$ cat src/rtl/pwm_period_engine.sv
module pwm_period_engine #(
  parameter int CW = 12,
  parameter int NW = 4
) (
  input  logic          clk,
  input  logic          rst_n,
  input  logic [15:0]   ctrl_reg,
  input  logic          ctrl_wr,
  input  logic [CW-1:0] cyc_reg,
  input  logic          lq_empty,
  input  logic [CW-1:0] lq_data,
  output logic          lq_pop,
  input  logic          rq_empty,
  input  logic [CW-1:0] rq_data,
  output logic          rq_pop,
  input  logic          irq_ack,
  output logic          pwm_l,
  output logic          pwm_r,
  output logic          irq,
  output logic          dreq
);
  localparam int NMAX = 1 << NW;

  logic [CW-1:0] prd, ph, cur_l, cur_r;
  logic [NW:0]   cnt, n_val;
  logic          run, last, fire, src_l, src_r, pick;
  logic [3:0]    mode;
  logic          unused_ctrl;

  assign prd   = cyc_reg - 1'b1;
  assign run   = prd != '0;
  assign last  = run && (ph >= prd - 1'b1);
  assign n_val = (ctrl_reg[8 +: NW] == '0) ? (NW+1)'(NMAX) : {1'b0, ctrl_reg[8 +: NW]};
  assign fire  = last && !ctrl_wr && (cnt <= 1);
  assign mode  = ctrl_reg[3:0];
  assign unused_ctrl = ^{ctrl_reg[15:8+NW], ctrl_reg[6:4]};

  assign lq_pop = last && !lq_empty;
  assign rq_pop = last && !rq_empty;

  always_ff @(posedge clk or negedge rst_n) begin
    if (!rst_n) begin
      ph    <= '0;
      cur_l <= '0;
      cur_r <= '0;
    end else begin
      ph <= (!run || last) ? '0 : ph + 1'b1;
      if (lq_pop) cur_l <= (lq_data > prd) ? prd : lq_data;
      if (rq_pop) cur_r <= (rq_data > prd) ? prd : rq_data;
    end
  end

  always_ff @(posedge clk or negedge rst_n) begin
    if (!rst_n) begin
      cnt  <= (NW+1)'(NMAX);
      irq  <= 1'b0;
      dreq <= 1'b0;
    end else begin
      if (ctrl_wr)   cnt <= n_val;
      else if (last) cnt <= (cnt <= 1) ? n_val : cnt - 1'b1;
      if (fire)         irq <= 1'b1;
      else if (irq_ack) irq <= 1'b0;
      dreq <= fire && ctrl_reg[7];
    end
  end

  assign src_l = run && (ph < cur_l);
  assign src_r = run && (ph < cur_r);
  assign pick  = (mode & 4'h6) != 0 ? src_r : src_l;

  always_comb begin
    case (mode)
      4'h5: begin pwm_l = src_l; pwm_r = src_r; end
      4'hA: begin pwm_l = src_r; pwm_r = src_l; end
      4'h0, 4'h6, 4'h9, 4'hF: begin pwm_l = 1'b0; pwm_r = 1'b0; end
      default: begin
        pwm_l = ((mode & 4'hC) == 0) ? pick : 1'b0;
        pwm_r = ((mode & 4'hC) != 0) ? pick : 1'b0;
      end
    endcase
  end

  assert_stopped_quiet_R1: assert property (@(posedge clk) disable iff (!rst_n)
    (prd == '0) |-> !(pwm_l || pwm_r || lq_pop || rq_pop));
  assert_pop_has_data_R2: assert property (@(posedge clk) disable iff (!rst_n)
    (lq_pop |-> !lq_empty) and (rq_pop |-> !rq_empty));
  assert_period_restart_R2: assert property (@(posedge clk) disable iff (!rst_n)
    (lq_pop || rq_pop) |=> (ph == '0));
  assert_irq_held_R5: assert property (@(posedge clk) disable iff (!rst_n)
    (irq && !irq_ack) |=> irq);
  assert_dreq_with_irq_R6: assert property (@(posedge clk) disable iff (!rst_n)
    dreq |-> (irq && ctrl_reg[7]));
  assert_muted_modes_R8: assert property (@(posedge clk) disable iff (!rst_n)
    (mode == 4'h0 || mode == 4'h6 || mode == 4'h9 || mode == 4'hF) |-> !(pwm_l || pwm_r));
  assert_one_output_R9: assert property (@(posedge clk) disable iff (!rst_n)
    (mode != 4'h5 && mode != 4'hA) |-> !(pwm_l && pwm_r));
endmodule

$ cat config.mk
export PLATFORM = sky130hd
export DESIGN_NAME = pwm_period_engine
export DESIGN_NICKNAME = d
export VERILOG_FILES = /design/src/rtl/pwm_period_engine.sv
export SDC_FILE = /design/constraint.sdc
export NUM_CORES = 1
export LEC_CHECK = 0
export ABC_AREA = 0
export BUFFER_PORTS_ARGS = -buffer_cell sky130_fd_sc_hd__buf_2
export CAP_MARGIN = 30
export CORE_UTILIZATION = 48
export CTS_CLUSTER_SIZE = 25
export DETAILED_ROUTE_END_ITERATION = 10
export PLACE_DENSITY = 0.73
export SYNTH_ARGS = -nofsm -noshare
export SYNTH_HDL_FRONTEND = slang
export SYNTH_SLANG_ARGS = --single-unit
$ cat constraint.sdc
create_clock -name clk -period 7.8 [get_ports clk]
set_input_delay 1.17 -clock clk [delete_from_list [all_inputs] [get_ports clk]]
set_output_delay 1.17 -clock clk [all_outputs]
set_load 0.02 [all_outputs]
# Yosys cells after proc, flatten, opt, wreduce, memory -nomap -nowiden
# Cells that the tools add are included.
[word_totals] regBits=43 input_bits=58 output_inout_bits=6 elab_cells=57
[op_classes] n_addsub=4 n_lt_le_gt_ge=6 eq_ne=5 mux=14 n_reduce_logical=22
[op_table] op="32-bit nonzero test" count=2
[op_table] op="12-bit two-way mux" count=3
[op_table] op="32-bit zero test" count=1
[op_table] op="12-bit > comparator" count=2
[op_table] op="12-bit < comparator" count=2
[op_table] op="12-bit by 1-bit subtractor with 12-bit output, second input constant" count=2
[op_table] op="5-bit two-way mux" count=4
[op_table] op="12-bit by 1-bit adder with 12-bit output, second input constant" count=1
[op_table] op="4-bit == test, second input constant" count=3
[op_table] op="12-bit >= comparator" count=1
[op_table] op="12-bit nonzero test" count=1
[op_table] op="4-bit by 3-bit == test with 1-bit output, second input constant" count=2
[op_table] op="1-bit logical AND" count=8
[op_table] op="4-bit zero test" count=2
[op_table] op="1-bit case mux with 3 select lines" count=2
[op_table] op="5-bit by 1-bit less-or-equal comparator with 1-bit output, second input constant" count=1
[op_table] op="1-bit two-way mux" count=5
[op_table] op="5-bit by 1-bit subtractor with 5-bit output, second input constant" count=1
[op_table] op="1-bit zero test" count=4
[op_table] op="2-bit nonzero test" count=2
[op_table] op="4-bit OR reduction" count=1
[op_table] op="1-bit logical OR" count=1

# Depth between registers and ports, before layout
# Gate-level depths: netlist of run 1.
[depth] depth_word=7 ltp_mapped=18 ltp_nobuf=17

# Worst setup path before layout of run 1
# No wires, ideal clock.
[synth_path] path_kind="input -> output" startpoint="in cyc_reg[0]" endpoint="out lq_pop" arrival_ns=4.276 required_ns=6.630 path_slack_ns=2.354 cell_stages=16 n_path_buf=1 path_cell_list="inv_1 > ha_1 > or4b_1 > nor2_1 > xor2_1 > inv_1 > nand3_1 > nor3_1 > nand3_1 > xnor2_1 > ha_1 > nand4_1 > o21ai_0 > nand2_1 > nor2_2 > buf_4"
[synth_via] elab_chain_len=5 word_cells_on_any_way=6 cone_classes="2 x add/sub; 1 x order compare; 3 x reduce/logical"
[synth_rtl] element="start: declaration" line_no="9" rtl="input logic [CW-1:0] cyc_reg,"
[synth_rtl] element="12-bit by 1-bit subtractor with 12-bit output (*)" line_no="30" rtl="assign prd = cyc_reg - 1'b1;"
[synth_rtl] element="12-bit by 1-bit subtractor with 12-bit output" line_no="32" rtl="assign last = run && (ph >= prd - 1'b1);"
[synth_rtl] element="12-bit >= comparator" line_no="32"
[synth_rtl] element="1-bit logical AND (*)" line_no="32"
[synth_rtl] element="1-bit logical AND (*)" line_no="38" rtl="assign lq_pop = last && !lq_empty;"
[synth_rtl] element="end: declaration" line_no="12" rtl="output logic lq_pop,"
# Mark *: on every way between the ends. The rest lies on a longest branch, timed or not.

# Final worst setup path of run 1
[layout_path] startpoint="in cyc_reg[0]" endpoint="out rq_pop"
[layout_via] elab_chain_len=5 word_cells_on_any_way=6 cone_classes="2 x add/sub; 1 x order compare; 3 x reduce/logical"
[layout_rtl] element="12-bit by 1-bit subtractor with 12-bit output (*)" line_no="30"
[layout_rtl] element="12-bit by 1-bit subtractor with 12-bit output" line_no="32"
[layout_rtl] element="12-bit >= comparator" line_no="32"
[layout_rtl] element="1-bit logical AND (*)" line_no="32"
[layout_rtl] element="1-bit logical AND (*)" line_no="39" rtl="assign rq_pop = last && !rq_empty;"
[layout_rtl] element="end: declaration" line_no="15" rtl="output logic rq_pop,"
# Marked as above.

==> results of run 1 <==
## metrics by stage
step	utilization, %	std cells	setup WS (ps)	hold slack [ps]
2_1_floorplan	-	433	2350	481
3_3_place_gp	55.3	584	1450	498
3_5_place_dp	55.4	585	1370	500
4_1_cts	56.9	593	1360	519
5_1_grt	57.2	594	1010	540
6_report	57.2	594	1390	514
## layer usage
layer  wire [um]  up-vias  part of all wire [%]  global-route usage, %
met1        4500     1599                    50                   30.6
met5           0        -                     0                      0
li1            -     1664                     -                      -
met3         294        5                   3.3                   2.85
met4          48        0                  0.53                   3.85
met2        4180       63                    46                   33.5
## path summary, 6_finish.rpt
path	startpoint	end	slack (ps)	depth (start not counted)
max reg2reg	ph[0]$_DFF_PN0_	cur_l[0]$_DFFE_PN0P_	4610	11
max	cyc_reg[0]	rq_pop	1390	18
min	cur_r[10]$_DFFE_PN0P_	cur_r[10]$_DFFE_PN0P_	510	1
min reg2reg	cur_r[10]$_DFFE_PN0P_	cur_r[10]$_DFFE_PN0P_	510	1
min in group asynchronous	rst_n	dreq$_DFF_PN0_	680	1
max in group asynchronous	rst_n	cur_r[0]$_DFFE_PN0P_	6690	2
## power by group
group          switching [mW]  leakage (nW)  internal [mW]  total [mW]
logic                   0.203          1.77          0.175       0.378
registers              0.0569         0.495          0.289       0.346
clock network          0.0760        0.0612          0.104       0.180
## synthesized netlist by cell type, types with 3 or more instances
| library cell | n |
|---|---|
| nand3_1 | 16 |
| mux2i_1 | 43 |
| mux2_2 | 3 |
| a21o_1 | 9 |
| nor2_1 | 31 |
| nor4_1 | 5 |
| xnor2_1 | 13 |
| and3_1 | 6 |
| nand2_1 | 17 |
| nand2b_1 | 6 |
| or4_1 | 3 |
| inv_1 | 47 |
| dfrtp_1 | 42 |
| xor2_1 | 19 |
| a21oi_1 | 20 |
| a31oi_1 | 3 |
| o21ai_0 | 12 |
| nand4_1 | 7 |
| nor2b_1 | 3 |
| a211o_1 | 3 |
| clkbuf_1 | 4 |
| ha_1 | 59 |
| nor3b_1 | 4 |
| nor3_1 | 9 |
## critical path, delay by kind of cell
kind	cells	cell delay, ps
AO/OA/AOI/OAI	1	590
XOR/XNOR	2	320
adder cells (fa/ha/maj)	2	490
buffers and inverters	5	920
AND/OR/NAND/NOR	8	1740
## state kept, by name (all words and copies together) (netlist names)
register  flops
cnt           5
cur_l        12
cur_r        12
dreq          1
irq           1
ph           12
## kinds of logic after synthesis
family | after synthesis | share of synthesized area [%]
mux | 48 | 12.4
simple gates | 122 | 16.3
compound gates | 71 | 11.9
flops | 43 | 27.0
buf+inv | 56 | 5.92
fa+ha+maj | 59 | 18.5
xor+xnor | 34 | 7.99
## layout make-up
cell class	count	share of cell area, %
multi-input cells	334	59.5
flip-flops and latches	43	23.9
repair buffers	60	7.24
inverters	47	3.91
well taps	102	2.83
clock buffers	6	1.83
clock inverters	2	0.777
==> run summary, run 1 <==
For the pin with the worst max-slew slack, the measured transition is 954 ps. The achievable frequency is 0.156 GHz, and the final routed wire length divided by cell count is 15.2 um. Once layout is done, the placed cells without fillers occupy 4510 um^2. Leaving out fill and tap cells, the most frequent cells in the layout are 59 x ha_1, 56 x buf_2, 47 x inv_1. The storage element area is 1080 um^2, and the post-synthesis average cell area is 9.22 um^2.

The flow ran to the end, and the final reports show no timing, DRC or antenna violations. In this run the power density over the cells is 200 nW/um^2. The delay of the slowest critical-path stage is 590 ps. The synthesized design contains 0 enable-type register cells. The count of cell types in the netlist came out at 61. The synthesis-stage register bit count is 43. The async set-reset flop share out of synthesis came out at 100%. The synthesized design spends more area on one cell type than any other, namely dfrtp_1. The cell at the slowest stage of the critical path is o21ai_0. The tools report the via count of the first global-routing pass as 3,031. The Yosys step of the flow raised 0 warnings.

No sink is reached through more buffers than the 2 on the longest clock path. Total global routing overflow: 0. In this run the number of H-tree levels came out at 2. The required time at the worst-slack endpoint is 6630 ps. Clock root buffer: clkbuf_8. Most used flip-flop cell after synthesis: dfrtp_1. Counting every net in the synthesized netlist gives 550.

The clock latency on the worst-skew pair is 300 ps. For this run, the total global-route usage over all layers was measured as 21.0%. Most common library cell in the layout ignoring fill and taps: ha_1. For the count of antenna-violating nets left after detailed routing, the log shows 0. Setup violations remaining at the end of the flow were counted as 0. Once the floorplan was initialized, standard cells occupied 50.6% of the core.

Row generation in the floorplan step produced 32 rows. TritonCTS built the clock tree. For the number of buffers inserted during clock tree synthesis, the log shows 5. Across the VDD grid, the largest voltage drop is 0.142 mV. The tools report the number of fillers in the final layout as 710. Clock skew on the completed layout was measured at 6.31 ps. The number of endpoints with negative hold slack in the final report came out at 0. The first global-routing pass estimated 14,400 um of wire. Area of the mapped netlist: 3990 um^2.

The worst setup path is launched from a primary input. The tools report the number of diodes as 0. For this run, the register share of the synthesized area comes to 27.0%. The analysis attributes to cell leakage a power of 2.33 nW. The die area is 8680 um^2. Yosys attributes the largest share of cell area to dfrtp_1 26%, ha_1 18%, mux2i_1 11%. In this run, post-CTS repair resized a total of 0 instances. Adding up every negative setup slack in the final design gives 0 ps.

The core region is 7890 um^2. The routed layout has 3,331 vias. Of the available clock period, the critical path in the final layout requires 82.2%. The logs give 2680 um^2 for the total area of multi-input combinational cells and 64 for the count of pins on the block boundary.

The max-capacitance violation count came out at 0. From synthesis to final layout, the design area changed by 12.9%. During placement, the flow inserted port buffers numbering 56. Setup repair after global routing left no endpoint under its margin.

The number of antenna violations at the first check in global routing is 0. The die is 93.2 um wide. The post-layout total power was 0.904 mW; the count of mapped cells out of synthesis was 433. The number of clock sinks seen by CTS was 43. In the routed layout, each cell is associated on average with a via count of 5.61. Measured along the y axis, the die boundary spans 93.2 um. The setup path with the least slack is of type in -> out. The critical path data arrival time came out at 5240 ps.

For the final number of max-transition violations, the log shows 0. After detailed routing, the total wire length is 9020 um. The congestion estimate from routability-driven global placement came to 0.931. For the largest net degree at the start of global routing, the log shows 44. For this run, the detailed router's first-pass iteration total came to 4. Largest fanout of any net on the critical path: 13. DRC violation total after the first TritonRoute iteration: 146. Walking the worst path, the cells encountered are buf_2, inv_1, ha_1, or4b_1, nor2_1, xor2_1, inv_1, nand3_1, nor3_1, nand3_1, xnor2_1, ha_1, nand4_1, o21ai_0, nand2_1, nor2_2, buf_4, buf_2.

Once placement finished, the instance area stood at 4370 um^2. The logs give 0 for the hold buffer count at cts and 7290 um for the post-DP HPWL. The number of nets in the final layout is 608. The count of buffers added by post-CTS timing repair for setup is 0, and the post-route DRC violation count is 0. The clock slew seen by the registers of the worst setup and hold paths was 80 ps; the share of final-layout standard cells stronger than drive strength 1 was 17.3%. The run gives 35.8% as the worst relative slew slack. The smallest clock period supported by the final layout is computed as 6410 ps. The share of the synthesized area in the top cell type came out at 26.3%. Critical path endpoint category: an output pin.

The path class of the tightest hold or removal check is reg -> reg.
No activity file was read; power rests on OpenSTA's default activity.
==> run 2, diff against run 1 <==
clock period = 6.2 ns   (was 7.8 ns; I/O delays follow)
==> run 2 against run 1 <==
Effect of this change:
- die area is the same
- final area down 0.92%
- clock-buffer cell count up 2
- critical path depth shrank 1
- sequential power grew 26%
- clock skew grew 2.4 ps
==> run summary, run 2 (synthesized netlist as in run 1, its figures left out) <==
The run gives 594 (unchanged) as the filler-free cell count of the finished design. The vias per cell was 5.66 (+0.90%). Horizontal extent of the die: 93.2 um (unchanged).

Leaving out fill and tap cells, the most frequent cells in the layout are 59 x ha_1, 56 x buf_2, 47 x inv_1. The total global routing overflow is 0 (unchanged). The share of final-layout standard cells stronger than drive strength 1 is 16.7% (-0.61 points), and the final setup violation count is 0 (unchanged). The library cell used most frequently in the layout, excluding fill and tap cells, is ha_1. The tightest min-delay check is of the reg -> reg type.

The number of antenna violations at the first check in global routing is 0 (unchanged). The logs give 1080 um^2 (unchanged) for the storage element area and 95 (-35%) for the DRC violation total after the first TritonRoute iteration. The tools report the final non-filler cell area as 4470 um^2 (-0.92%).

Clock root buffer: clkbuf_8. The tools report the leakage component of the power as 2.31 nW (-0.98%). The run finished with clean final reports.

The area of the core region came out at 7890 um^2 (unchanged). The ratio of total power to cell area was 243 nW/um^2 (+21%); the achievable frequency was 0.172 GHz. The tools report the via count as 3,361 (+0.90%). The placement-stage cell area was 4390 um^2 (+0.37%); the die span in y was 93.2 um (unchanged).

The number of clock sinks seen by CTS is 43 (unchanged), and the final estimated routing congestion in global placement is 0.917 (-1.5%). The tools report the global-route wire length before repair as 15,200 um (+6.3%). The logs give 0 (unchanged) for the number of diodes and 8.74 ps (+2.43 ps) for the largest clock skew in the final design. The worst setup slack after layout is 369 ps (-1020 ps).

The number of resized instances in the post-cts repair step was 0 (unchanged); the count of cells along the worst register-to-register path was 11 (unchanged). The run gives 725 (+2.1%) as the number of fillers in the final layout. The logs give 40.2% (+4.4 points) for the worst relative slew slack and 32 (unchanged) for the number of rows created at floorplan. Type of origin of the critical path: a primary input. The tools report the core utilization of the finished layout as 56.6% (-0.52 points). The run gives 8680 um^2 (unchanged) as the die area. Largest fanout of any net on the critical path: 7 (-6). For the count of pins on the block boundary, the log shows 64 (unchanged).

The tools report the hold buffer count at cts as 0 (unchanged). For the number of nets in the final layout, the log shows 608 (unchanged). The clock slew seen by the registers of the worst setup and hold paths is 80 ps (about the same), and the via count of the first global-routing pass is 3,217 (+6.1%). The total wire length after detailed routing is 9200 um (+2.0%).

Count of buffers added by post-CTS timing repair for setup: 0 (unchanged). For the final setup TNS, the log shows 0 ps (unchanged). The post-layout total power was 1.08 mW (+20%); the number of endpoints with negative hold slack in the final report was 0 (unchanged). The pin slew with the least headroom to its limit came out at 894 ps (-59.9 ps). The tools report the worst hold-check slack as 522 ps (+7.88 ps). The category of the most critical setup path was in -> out.

Compared with the post-synthesis result, the final layout area differs by 11.9%. The largest registers in the layout are cur_l: 12 flops, cur_r: 12 flops, ph: 12 flops. The tools report the level count of the clock H-tree as 2 (unchanged).

The tools report the number of buffers inserted during clock tree synthesis as 5 (unchanged). The routed design could run at a clock period as short as 5830 ps. The worst slack after detailed placement is 396 ps (-976 ps), and the required time at the worst-slack endpoint is 5270 ps (-1360 ps).

The initial core utilization is 50.6% (unchanged), and the post-DP HPWL is 7520 um (+3.1%). The tools report the setup slack of the worst register-to-register path as 2970 ps (-1640 ps). For the largest net degree at the start of global routing, the log shows 27 (-39%). The logs give 586 (+0.17%) for the total instance count after detailed placement and 2680 um^2 (unchanged) for the total area of multi-input combinational cells. The count of antenna-violating nets left after detailed routing was 0 (unchanged); the worst vdd rail ir drop was 0.180 mV (+26%). Setup repair after global routing left no endpoint under its margin. The number of iterations in the first detailed-routing pass is 4 (unchanged), and the port buffer count is 56 (unchanged). The maximum clock path buffer count is 2 (unchanged), and the global router's overall resource usage is 22.3% (+1.3 points).

The final number of max-transition violations was 0 (unchanged); the critical path data arrival time was 4900 ps (-340 ps). TritonCTS built the clock tree. After layout, the worst path uses 94.0% of the clock period. The worst hold path stage count is 1 (unchanged), and the max-capacitance violation count is 0 (unchanged). The tools report the critical path endpoint category as an output pin.

The run gives 0 (unchanged) as the post-route DRC violation count. The clock latency on the worst-skew pair was 300 ps (about the same); the final routed wire length divided by cell count was 15.5 um (+2.0%).
==> run 2: changes by cell type in the layout (fill, tap and decap cells not counted) <==
cell       previous run  this run
clkbuf_1              0         3
clkinv_2              1         0
buf_6                 1         0
bufinv_16             1         0
clkbuf_8              6         5
buf_4                 2         3
==> run 2: metal layers <==
layer  GRT usage [%]  vias up  wire (um)
met3            2.76       13        337
li1                -     1676          -
met1            31.7     1598       4560
met2            36.1       74       4180
met4            5.00        0        119
met5               0        -          0
==> run 2: path summary, 6_finish.rpt <==
kind / startpoint / endpoint
max in group asynchronous: rst_n / cnt[4]$_DFFE_PN1P_
setup reg to reg: ph[0]$_DFF_PN0_ / cur_l[0]$_DFFE_PN0P_
setup / recovery: cyc_reg[0] / lq_pop
hold reg to reg: cur_r[10]$_DFFE_PN0P_ / cur_r[10]$_DFFE_PN0P_
hold / removal: cur_r[10]$_DFFE_PN0P_ / cur_r[10]$_DFFE_PN0P_
min in group asynchronous: rst_n / cur_l[10]$_DFFE_PN0P_
==> run 2: layout make-up <==
| cell class | count | share of cell area [%] |
|---|---|---|
| multi-input cells | 334 | 60.1 |
| flip-flops and latches | 43 | 24.1 |
| repair buffers | 60 | 7.23 |
| inverters | 47 | 3.95 |
| well taps | 102 | 2.86 |
| clock buffers | 8 | 1.79 |
==> run 2: power breakdown <==
part           total (mW)  switching [mW]  leakage [nW]  internal [mW]
combinational       0.475           0.255          1.77          0.220
sequential          0.437          0.0727         0.495          0.364
clock               0.172          0.0922        0.0395         0.0801
total                1.08           0.420          2.31          0.664
==> run 2: worst max-delay path, cell delays in order <==
cell and delay (ps):
buf_2 150, inv_1 140, ha_1 210, or4b_1 530
nor2_1 150, xor2_1 140, inv_1 160, nand3_1 150
nor3_1 330, nand3_1 130, xnor2_1 180, ha_1 300
nand4_1 80, o21ai_0 580, nand2_1 250, nor2_2 260
buf_2 210
==> run 3, diff against run 2 <==
CORE_UTILIZATION = 45   (was 48)
GPL_ROUTABILITY_DRIVEN = 0   (was not set)
PLACE_DENSITY = 0.7   (was 0.73)
==> run 3 against run 2 <==
Effect of this change:
- register-to-register slack gained 120 ps
- clock skew grew 4.5 ps
- routed wire length grew 0.16%
- fmax shrank 0.46%
==> run summary, run 3 (synthesized netlist as in run 1, its figures left out) <==
The number of rows created at floorplan was 33 (+3.1%); the count of cells along the worst register-to-register path was 11 (unchanged). The final routed wire length divided by cell count is 15.5 um (-0.17%). The setup path with the least slack is of type in -> out. The tools report the storage element area as 1080 um^2 (unchanged).

The tools report the setup slack of the worst register-to-register path as 3090 ps (+120 ps). The run finished with clean final reports. The die span in y is 96.2 um (+3.2%). The clock latency on the worst-skew pair was 290 ps (about the same). The run gives 3,345 (-0.48%) as the via count.

The number of resized instances in the post-cts repair step is 0 (unchanged), and the initial core utilization is 47.6% (-3.0 points). For the number of antenna violations at the first check in global routing, the log shows 0 (unchanged). For the worst hold-check slack, the log shows 495 ps (-26.2 ps). The worst setup path is captured at an output pin. The worst setup path is launched from a primary input.

The count of pins on the block boundary is 64 (unchanged), and the clock slew seen by the registers of the worst setup and hold paths is 90 ps (about the same). The vias per cell was 5.61 (-0.81%). The tightest min-delay check is of the in -> async type. The pin slew with the least headroom to its limit was 902 ps (+8.34 ps). The tools report the critical path data arrival time as 4930 ps (+30 ps). The core utilization of the finished layout is 53.6% (-3.0 points), and the period utilization is 94.5% (+0.44 points).

The worst relative slew slack was 39.3% (-0.94 points). Hold buffer count at cts: 0 (unchanged). Worst slack after detailed placement: 429 ps (+33.0 ps). The worst vdd rail ir drop is 0.169 mV (-6.1%), and the post-route DRC violation count is 0 (unchanged). The number of nets in the final layout was 608 (unchanged); the horizontal extent of the die was 96.2 um (+3.2%). The logs give 342 ps (-27.2 ps) for the worst setup slack after layout and 14,400 um (-5.7%) for the global-route wire length before repair. The clock period minus worst slack is 5860 ps (+27.2 ps), and the post-DP HPWL is 7560 um (+0.50%). For the number of endpoints with negative hold slack in the final report, the log shows 0 (unchanged). Final setup violation count: 0 (unchanged). The clock root buffer is clkbuf_8.

The post-layout total power is 1.13 mW (+3.9%), and the global router's overall resource usage is 20.2% (-2.1 points). The number of buffers inserted during clock tree synthesis is 5 (unchanged), and the number of fillers in the final layout is 798 (+10%). The tools report the capture point of the worst reg-to-reg path as cur_l[0]$_DFFE_PN0P_. The tools report the achievable frequency as 0.171 GHz (-0.46%). The area of the core region was 8380 um^2 (+6.3%). Setup repair after global routing left no endpoint under its margin. The number of clock sinks seen by CTS came out at 43 (unchanged). The run gives 9250 um^2 (+6.5%) as the die area. The DRC violation total after the first TritonRoute iteration is 109 (+15%). TritonCTS built the clock tree. The share of final-layout standard cells stronger than drive strength 1 works out to 16.9% (+0.24 points). The ratio of total power to cell area is 251 nW/um^2 (+3.3%), and the total global routing overflow is 0 (unchanged). The largest fanout of any net on the critical path was 7 (unchanged).

The level count of the clock H-tree is 2 (unchanged). Leaving out fill and tap cells, the most frequent cell in the layout is ha_1. Final number of max-transition violations: 0 (unchanged).

The required time at the worst-slack endpoint was 5270 ps (about the same). The largest registers in the layout are cur_l: 12 flops, cur_r: 12 flops, ph: 12 flops. The area growth from synthesis to layout is 12.6%. The total area of multi-input combinational cells was 2680 um^2 (unchanged). The total wire length after detailed routing is 9210 um (+0.16%). The tools report the largest net degree at the start of global routing as 35 (+30%). The top cell types in the final layout, fill and taps aside, are 59 x ha_1, 56 x buf_2, 47 x inv_1. The port buffer count came out at 56 (unchanged). The final setup TNS came out at 0 ps (unchanged).

The count of antenna-violating nets left after detailed routing was 0 (unchanged); the largest clock skew in the final design was 13.2 ps (+4.46 ps). Max-capacitance violation count: 0 (unchanged). The logs give 4 (unchanged) for the number of iterations in the first detailed-routing pass and 0 (unchanged) for the count of buffers added by post-CTS timing repair for setup. The run gives 0 (unchanged) as the number of diodes. The via count of the first global-routing pass is 3,022 (-6.1%), and the maximum clock path buffer count is 2 (unchanged). The worst register-to-register path begins at ph[0]$_DFF_PN0_.

The tools report the leakage component of the power as 2.32 nW (+0.51%).
-- run 3: cell types whose count changed in the layout (fill, tap and decap cells not counted), sizes merged --
cell	before	now
bufinv	0	1
clkbuf	8	6
-- run 3: report_power, final --
| group | switching, mW | internal [mW] | total [mW] |
|---|---|---|---|
| clock | 0.0946 | 0.118 | 0.213 |
| combinational | 0.256 | 0.221 | 0.477 |
| sequential | 0.0728 | 0.364 | 0.437 |
-- run 3: per-layer routing --
layer	global-route usage (%)	wire, um
met1	28.2	4490
met2	33.3	4270
met3	3.08	412
met4	3.36	44
met5	0	0
-- run 3: worst max-delay path by stage --
stage / startpoint / to / slack (ps)
3_3_place_gp: cyc_reg[0] / lq_pop / 570
6_report: cyc_reg[0] / lq_pop / 340
3_5_place_dp: cyc_reg[0] / lq_pop / 430
2_1_floorplan: cyc_reg[0] / lq_pop / 1230
5_1_grt: cyc_reg[0] / lq_pop / 90
4_1_cts: cyc_reg[0] / lq_pop / 410
-- run 3: stage by stage --
| stage | instance area (um^2) | instances |
|---|---|---|
| 6_report | 4490 | 596 |
| 5_1_grt | 4490 | 596 |
| 2_1_floorplan | 3990 | 433 |
| 4_1_cts | 4490 | 596 |
| 3_3_place_gp | 4370 | 588 |
| 3_5_place_dp | 4390 | 589 |
-- run 3: cell type report --
| cell class | count | share of cell area [%] |
|---|---|---|
| clock buffer | 6 | 1.62 |
| clock inverter | 1 | 0.668 |
| inverter | 47 | 3.93 |
| multi-input combinational | 334 | 59.7 |
| sequential | 43 | 24.0 |
| tap | 105 | 2.92 |
| timing repair buffer | 60 | 7.18 |
-- run 3: worst max-delay path, stage by stage --
cell     delay (ps)
buf_2           160
inv_1           140
ha_1            210
or4b_1          540
nor2_1          150
xor2_1          140
inv_1           150
nand3_1         120
nor3_1          400
nand3_1         160
xnor2_1         180
ha_1            300
nand4_1          90
o21ai_0         540
nand2_1         250
nor2_2          270
buf_2           220
